### src/rtl/i2c_ack_poller.sv
module i2c_ack_poller #(
  parameter int MAX_TRIES = 16
) (
  input  logic       clk,
  input  logic       rst_n,
  input  logic       req,
  input  logic [6:0] tgt_addr,
  output logic       busy,
  output logic       done,
  output logic       timeout,
  output logic       cmd_valid,
  input  logic       cmd_ready,
  output logic [1:0] cmd_op,
  output logic [7:0] cmd_data,
  input  logic       rsp_valid,
  input  logic       rsp_nack
);
  localparam int TW = $clog2(MAX_TRIES + 1);
  localparam logic [1:0] OP_START = 2'd0, OP_WRITE = 2'd1, OP_STOP = 2'd2;

  typedef enum logic [2:0] {
    IDLE, ISSUE_START, WAIT_START, ISSUE_ADDR, WAIT_ADDR, ISSUE_STOP, WAIT_STOP
  } st_t;

  st_t           st;
  logic [6:0]    addr_q;
  logic [TW-1:0] tries;
  logic          give_up, done_q, tmo_q;

  always_ff @(posedge clk) begin
    if (!rst_n) begin
      st      <= IDLE;
      addr_q  <= '0;
      tries   <= '0;
      give_up <= 1'b0;
      done_q  <= 1'b0;
      tmo_q   <= 1'b0;
    end else begin
      done_q <= 1'b0;
      tmo_q  <= 1'b0;
      case (st)
        IDLE: if (req) begin
          addr_q  <= tgt_addr;
          tries   <= '0;
          give_up <= 1'b0;
          st      <= ISSUE_START;
        end
        ISSUE_START: if (cmd_ready) st <= WAIT_START;
        WAIT_START:  if (rsp_valid) st <= ISSUE_ADDR;
        ISSUE_ADDR: if (cmd_ready) begin
          tries <= tries + 1'b1;
          st    <= WAIT_ADDR;
        end
        WAIT_ADDR: if (rsp_valid) begin
          if (!rsp_nack) begin
            done_q <= 1'b1;
            st     <= IDLE;
          end else begin
            give_up <= (tries == TW'(MAX_TRIES));
            st      <= ISSUE_STOP;
          end
        end
        ISSUE_STOP: if (cmd_ready) st <= WAIT_STOP;
        WAIT_STOP: if (rsp_valid) begin
          if (give_up) begin
            tmo_q <= 1'b1;
            st    <= IDLE;
          end else begin
            st <= ISSUE_START;
          end
        end
        default: st <= IDLE;
      endcase
    end
  end

  assign busy      = (st != IDLE);
  assign done      = done_q;
  assign timeout   = tmo_q;
  assign cmd_valid = (st == ISSUE_START) || (st == ISSUE_ADDR) || (st == ISSUE_STOP);
  assign cmd_op    = (st == ISSUE_ADDR) ? OP_WRITE : (st == ISSUE_STOP) ? OP_STOP : OP_START;
  assign cmd_data  = {addr_q, 1'b0};

  p_req_start_r2: assert property (@(posedge clk) disable iff (!rst_n)
    (req && !busy) |=> (busy && cmd_valid && cmd_op == OP_START));
  p_rw_zero_r3: assert property (@(posedge clk) disable iff (!rst_n)
    (cmd_valid && cmd_op == OP_WRITE) |-> (cmd_data[0] == 1'b0));
  p_done_pulse_r4: assert property (@(posedge clk) disable iff (!rst_n)
    done |=> (!done && !cmd_valid));
  p_tries_bound_r6: assert property (@(posedge clk) disable iff (!rst_n)
    tries <= TW'(MAX_TRIES));
  p_addr_hold_r7: assert property (@(posedge clk) disable iff (!rst_n)
    (busy && $past(busy)) |-> $stable(addr_q));
  p_cmd_hold_r8: assert property (@(posedge clk) disable iff (!rst_n)
    (cmd_valid && !cmd_ready) |=> (cmd_valid && $stable(cmd_op) && $stable(cmd_data)));
  p_excl_r9: assert property (@(posedge clk) disable iff (!rst_n)
    !(done && timeout));
  p_one_out_r10: assert property (@(posedge clk) disable iff (!rst_n)
    (cmd_valid && cmd_ready) |=> !cmd_valid);
endmodule

### config.mk
export PLATFORM = sky130hd
export DESIGN_NAME = i2c_ack_poller
export DESIGN_NICKNAME = d
export VERILOG_FILES = /design/src/rtl/i2c_ack_poller.sv
export SDC_FILE = /design/constraint.sdc
export NUM_CORES = 1
export LEC_CHECK = 0
export ABC_AREA = 1
export ABC_CLOCK_PERIOD_IN_PS = 2900
export BUFFER_PORTS_ARGS = -buffer_cell sky130_fd_sc_hd__buf_2
export CAP_MARGIN = 10
export CORE_ASPECT_RATIO = 1.4
export CORE_UTILIZATION = 50
export CTS_BUF_LIST = sky130_fd_sc_hd__clkbuf_8
export CTS_CLUSTER_DIAMETER = 200
export CTS_CLUSTER_SIZE = 12
export DETAILED_ROUTE_END_ITERATION = 16
export HOLD_SLACK_MARGIN = 0.08
export PLACE_DENSITY = 0.77
export SLEW_MARGIN = 5
export SYNTH_ARGS = -nofsm -noshare
export SYNTH_HDL_FRONTEND = slang
export SYNTH_SLANG_ARGS = --single-unit
### constraint.sdc
create_clock -name clk -period 2.9 [get_ports clk]
set_input_delay 0.29 -clock clk [delete_from_list [all_inputs] [get_ports clk]]
set_output_delay 0.29 -clock clk [all_outputs]
set_load 0.02 [all_outputs]
-- Word-level counts from Yosys, hierarchy flattened
Index checks and enable logic that the tools add are counted.
- input port bits: 13
- register bits: 18
- logic and storage cells: 55
- $add $sub $neg: 1
- equal/unequal tests: 15
- reduce and logical (&&, ||, !) cells: 12
- mux-type cells: 21
- operator list (operator ; number):
    $mux W3 ; 8
    $pmux W3 S7 ; 1
    $ne A2 B2 Y1 const B ; 8
    $mux W5 ; 2
    $pmux W5 S2 ; 1
    $eq A3 B3 Y1 const B ; 3
    $reduce_and A3 Y1 ; 3
    $reduce_and A7 Y1 ; 1
    $eq A3 B2 Y1 const B ; 2
    $mux W1 ; 6
    $add A5 B1 Y5 const B ; 1
    $eq A5 B5 Y1 const B ; 1
    $mux W2 ; 2
    $reduce_and A4 Y1 ; 1
    $reduce_bool A2 Y1 ; 2
    $eq A3 B1 Y1 const B ; 1
    $logic_not A3 Y1 ; 1
    $reduce_bool A3 Y1 ; 1
    $logic_or A1 B1 Y1 ; 2
    $pmux W1 S2 ; 1
    $reduce_and A2 Y1 ; 1

-- Depth between registers and ports, before layout
Gate-level depths: netlist of the first run.
- depth after elaboration: 4
- depth in mapped cells: 9
- gate-level depth less buffers: 8

-- Worst setup path before layout of the first run
No wires, ideal clock.
- kind: flip-flop to flip-flop
- from: register st[1]
- to: register tries[0]
- arrival time: 1.109 ns
- path slack: 1.659 ns
- required time: 2.768 ns
- buffers on the path: 2
- library setup time: 0.132 ns
- clock period less this slack: 1.241 ns
- stages on the path, launching flop included: 7
- cells stage by stage: dfxtp_1 -> buf_6 -> nor3_4 -> nand2_4 -> buf_4 -> nand3_1 -> a21oi_1
- longest elaborated chain between the ends: 3
- elaborated cells between the ends (all ways): 7
- ends and longest elaborated chain (item ; RTL line ; RTL):
    start, declared ; 25 ; st_t st;
    start signal, assigned ; 32 ; st <= IDLE;
    start signal, assigned ; 46 ; st <= ISSUE_START;
    start signal, assigned ; 48 ; ISSUE_START: if (cmd_ready) st <= WAIT_START;
    $eq A3 B2 Y1 or $logic_not A3 Y1 (tied branches) ; 41 ; case (st)
    $ne A2 B2 Y1 (no source line) or $reduce_bool A2 Y1 (tied branches) ; n/a ;
    $reduce_and A3 Y1 (no source line) ; n/a ;
    end signal, assigned ; 51 ; tries <= tries + 1'b1;
    end, declared ; 27 ; logic [TW-1:0] tries;
Parallel ways exist; a longest one is shown, timed or not.
A chain may end at the register's enable or synchronous reset.

-- Worst setup path in the final report of the first run
- from: register st[2]
- to: output port busy
- longest elaborated chain between the ends: 1
- ends and longest elaborated chain (item ; RTL line ; RTL):
    $reduce_bool A3 Y1 ; 77 ; assign busy = (st != IDLE);
    end, declared ; 8 ; output logic busy,
No other way between the ends.

==> reports/summary.txt, run 1 <==
most frequent cells after synthesis: 27 x nand2_1, 23 x nand3_1, 18 x dfxtp_1, 16 x inv_1, 13 x a21oi_1
antenna cells: 0
vias in the first global route: 790
clock sink count: 18
Post CTS Setup Buffer Count: 0
Longest Clk Path Bufs: 2
Pleak: 0.000532 uW
Detail Placement HPWL: 1550 um
Setup crit start kind: flip-flop
Via density: 5.27
Die X: 39.0 um
Worst EP required: 2.61 ns
TritonCTS clock tree: built
initial core utilization: 53.8%
Critical Path AT: 1.37 ns
RSZ-0062 raised after global routing: false
crit path max fanout: 11
Ports: 27
syn avg cell area: 7.09 sq um
total gr overflow: 0
Final setup viols: 0
Root Buffer: clkbuf_8
crit end category: output port
Iteration-0 DRC Markers: 5
CP Cell Sequence: nor3_4, inv_1, buf_2
Reg clk slew, reported paths: 0.07 ns
initial antenna violation count: 0
Ys Warns: 0
area leader, netlist: dfxtp_1
DRT Wirelength: 2010 um
Vias: 932
total power: 999 uW
DRC: 0
Max Cap Viol: 0
largest net degree at the start of global routing: 13
min-delay worst type: primary input to flip-flop
Syn Nets: 150
Avg WL per Cell: 11.3 um
# nets final: 173
layout cells sized above 1: 22.3%
Synth top area share: 37.6%
Final TNS setup: 0 ns
post-route ant nets: 0
register area share after synthesis: 37.6%
P&R area growth vs syn: 15.8%
area of the die: 0.00210 sq mm
Post-synth EDFFs: 0
asr flop ratio synth: 0%
synthesized area: 957 sq um
global-route wire length before repair: 3250 um
status: finished, final reports clean
Synth Instances: 135
Final Max Tran Viols: 0
cts hold-fix bufs: 0
GPL Wtd Cong: 0.876
pre-CTS WS: 1.45 ns
row cnt: 18
post-layout instance area: 0.00111 sq mm
total global-route track usage: 22.3%
skew final: 0.00180 ns
fmax: 603 MHz
number of synthesized register bits: 18
worst setup slack after layout: 1.24 ns
CORE AREA: 0.00178 sq mm
Synth cell types: 25
Clk Latency, worst-skew pair: 0.25 ns
CTS HTree Levels: 1
CTS Buf Count: 3
power per cell area: 901 mW/mm^2
placed cell area: 0.00105 sq mm
crit path kind: flip-flop to output port
Vert. Die Dim: 53.8 um
Period minus WS final: 1.66 ns
crit share post-route: 57.2%
I/O Buffers: 25
Max VDD drop: 0.520 mV
Critical Path Max Stage Delay: 0.43 ns
Post-CTS Resized: 0
final hold vios: 0
top cells by area, synth: dfxtp_1 38%, nand3_1 12%, nand2_1 11%, a21oi_1 6.8%, inv_1 6.3%
First-pass DRT Iterations: 4
Main synth FF type: dfxtp_1
CP max-delay cell: dfxtp_1
count leader, synth: nand2_1
## flip-flops by register name, indices dropped and copies added (netlist names)
| register | cells |
|---|---|
| addr_q | 7 |
| done | 1 |
| give_up | 1 |
| st | 3 |
| timeout | 1 |
| tries | 5 |
## where the power goes
part | leakage, uW | internal [uW] | switching [uW]
registers | 0.000147 | 299 | 62.0
clock network | 0.0000288 | 121 | 85.7
logic | 0.000356 | 150 | 282
total | 0.000532 | 570 | 429
## per-layer routing
layer / track usage, % / part of all wire [%]
met5: 0 / 0
met4: 11.5 / 0.65
met3: 4.55 / 5.1
met2: 38.1 / 51
met1: 25.4 / 43
## critical path, delay by kind of cell, from the launching register on
kind,cells,cell delay [ns]
DFF,1,0.43
and+or+nand+nor,1,0.42
buffers and inverters,2,0.26
## cells by family (layout without fill, tap and decap cells)
| family | count (synthesis) | in the layout | share of synthesized area [%] |
|---|---|---|---|
| other | 1 | 1 | 0.392 |
| adders and majority gates | 2 | 2 | 2.61 |
| and+or+nand+nor | 70 | 70 | 35.8 |
| buffers and inverters | 24 | 46 | 12.3 |
| AOI/OAI and AO/OA | 20 | 20 | 11.2 |
| DFF | 18 | 18 | 37.6 |
## cell usage in the layout (no fill, tap or decap), drive strengths merged
master	n
nand2	29
o21bai	1
nor2	11
nor3b	1
clkbuf	4
nor3	2
o21ai	4
nand3	23
dfxtp	18
nor4	2
o211ai	2
nand4	1
nand3b	1
conb	1
buf	25
a21oi	13
ha	2
inv	17
## cell type report
class / count / area [sq um]
clock buffer: 4 / 55.1
fill: 158 / 671
inverter: 17 / 63.8
multi-input combinational: 93 / 479
sequential: 18 / 360
tap: 20 / 25.0
timing repair buffer: 25 / 125
## stage by stage
stage          hold slack (ns)  utilization, %  instances
6_report                 0.226            62.3        177
5_1_grt                  0.228            62.3        177
4_1_cts                  0.219            62.3        177
3_5_place_dp             0.453            59.2        173
3_3_place_gp             0.452            59.2        173
2_1_floorplan            0.368               -        135
## path summary, 6_finish.rpt
| path | from | end | slack [ns] | cells after the start |
|---|---|---|---|---|
| worst max register to register | st[2] | tries[2] | 1.42 | 7 |
| worst max-delay path | st[2] | busy | 1.24 | 3 |
| worst min-delay path | rsp_nack | done | 0.23 | 2 |
| worst min register to register | addr_q[2] | addr_q[2] | 0.46 | 2 |
Note: power is estimated with default switching activity, not from simulation.
==> run 2: changes to the inputs <==
--- a/config.mk
+++ b/config.mk
@@ -6,7 +6,7 @@
 export NUM_CORES = 1
 export LEC_CHECK = 0
 export ABC_AREA = 1
-export ABC_CLOCK_PERIOD_IN_PS = 2900
+export ABC_CLOCK_PERIOD_IN_PS = 1700
 export BUFFER_PORTS_ARGS = -buffer_cell sky130_fd_sc_hd__buf_2
 export CAP_MARGIN = 10
 export CORE_ASPECT_RATIO = 1.4
==> constraint.sdc (replaced) <==
create_clock -name clk -period 1.7 [get_ports clk]
set_input_delay 0.17 -clock clk [delete_from_list [all_inputs] [get_ports clk]]
set_output_delay 0.17 -clock clk [all_outputs]
set_load 0.02 [all_outputs]
==> run 2 against run 1 <==
  * Utilization increased by 0.42 points
  * Clock power increased by 72%
  * Wire length increased by 0.15%
  * Clock-buffer cell count unchanged
  * Sequential power increased by 71%
  * Critical endpoint is now cmd_op[0]
  * Largest cell class unchanged
  * Highest routed layer unchanged
==> reports/summary.txt, run 2 (synthesis results as in run 1) <==
status: finished, final reports clean
antenna cells: 0
RSZ-0062 raised after global routing: false
Final setup viols: 0
DRT Wirelength: 2010 um
Reg clk slew, reported paths: 0.07 ns
skew final: 0.00174 ns
placed instance count: 174
global-route wire length before repair: 3410 um
Critical Path AT: 1.36 ns
total global-route track usage: 23.3%
final hold vios: 0
Root Buffer: clkbuf_8
Post-CTS Resized: 0
crit path kind: flip-flop to output port
area of the die: 0.00210 sq mm
worst setup slack after layout: 0.168 ns
vias in the first global route: 813
Vias: 926
fmax: 653 MHz
Iteration-0 DRC Markers: 17
DRC: 0
Longest Clk Path Bufs: 2
pre-CTS WS: 0.227 ns
hold_ws: 0.107 ns
Final TNS setup: 0 ns
power per cell area: 1550 mW/mm^2
Fillers: 156
Detail Placement HPWL: 1510 um
crit share post-route: 90.1%
Max VDD drop: 0.867 mV
Vert. Die Dim: 53.8 um
min-delay worst type: primary input to flip-flop
Pleak: 0.000537 uW
Clk Latency, worst-skew pair: 0.26 ns
CTS HTree Levels: 1
layout cells sized above 1: 22.8%
Cell Count, Final, Fillers Out: 178
crit end category: output port
Setup crit start kind: flip-flop
total gr overflow: 0
commonest non-fill, non-tap cell in the layout: nand2_1
Final Max Tran Viols: 0
Die X: 39.0 um
TritonCTS clock tree: built
GPL Wtd Cong: 0.838
Largest regs: addr_q x7, tries x5, st x3
CTS Buf Count: 3
register area: 360 sq um
Top reg by flops: addr_q
clock sink count: 18
# nets final: 174
Max Cap Viol: 0
area of the multi-input gates: 479 sq um
post-route ant nets: 0
max reg flops: 7
Avg WL per Cell: 11.3 um
Period minus WS final: 1.53 ns
Via density: 5.20
Worst EP required: 1.53 ns
crit path max fanout: 11
row cnt: 18
P&R area growth vs syn: 16.6%
First-pass DRT Iterations: 4
initial antenna violation count: 0
cts hold-fix bufs: 0
Ports: 27
commonest cells after routing, fill and taps aside: 27 x nand2_1, 25 x buf_2, 23 x nand3_1
CORE AREA: 0.00178 sq mm
largest net degree at the start of global routing: 13
Post CTS Setup Buffer Count: 0
initial core utilization: 53.8%
I/O Buffers: 25
## run 2: cell type report
cell class / instances / area share, %
Sequential cell: 18 / 32.3
Timing Repair Buffer: 26 / 11.9
Multi-Input combinational cell: 93 / 42.9
Tap cell: 20 / 2.24
Clock buffer: 4 / 4.93
Inverter: 17 / 5.72
## run 2: critical path, stage by stage (launching register included)
cell	delay [ns]
dfxtp_1	0.56
inv_1	0.16
nand3_1	0.13
inv_2	0.08
buf_2	0.16
## run 2: worst paths after layout
| path | to | cells after the start | from | slack [ns] |
|---|---|---|---|---|
| worst max register to register | tries[2] | 7 | st[2] | 0.21 |
| worst min-delay path | done | 2 | rsp_nack | 0.11 |
| worst min register to register | addr_q[3] | 2 | addr_q[3] | 0.46 |
| worst max-delay path | cmd_op[0] | 4 | st[2] | 0.17 |
## run 2: layer usage
metal	global-route usage (%)	share of wire (%)
met3	5.79	5.3
met4	13.8	2.8
met1	26.1	43
met2	38.9	49
met5	0	0
## run 2: metrics by stage
| stage | power (uW) | instance area, sq um | utilization [%] |
|---|---|---|---|
| final | 1730 | 1120 | 62.7 |
| after detailed placement | 1380 | 1060 | 59.6 |
| after global placement | 1370 | 1060 | 59.6 |
| after floorplan | 1240 | 957 | - |
| after global routing | 1880 | 1120 | 62.7 |
| after CTS | 1740 | 1120 | 62.7 |
## run 2: power breakdown
| part | switching, uW | internal (uW) | leakage, uW | total, uW |
|---|---|---|---|---|
| Sequential | 107 | 511 | 0.000147 | 617 |
| Combinational | 483 | 279 | 0.000361 | 762 |
| Clock | 149 | 206 | 0.0000288 | 355 |
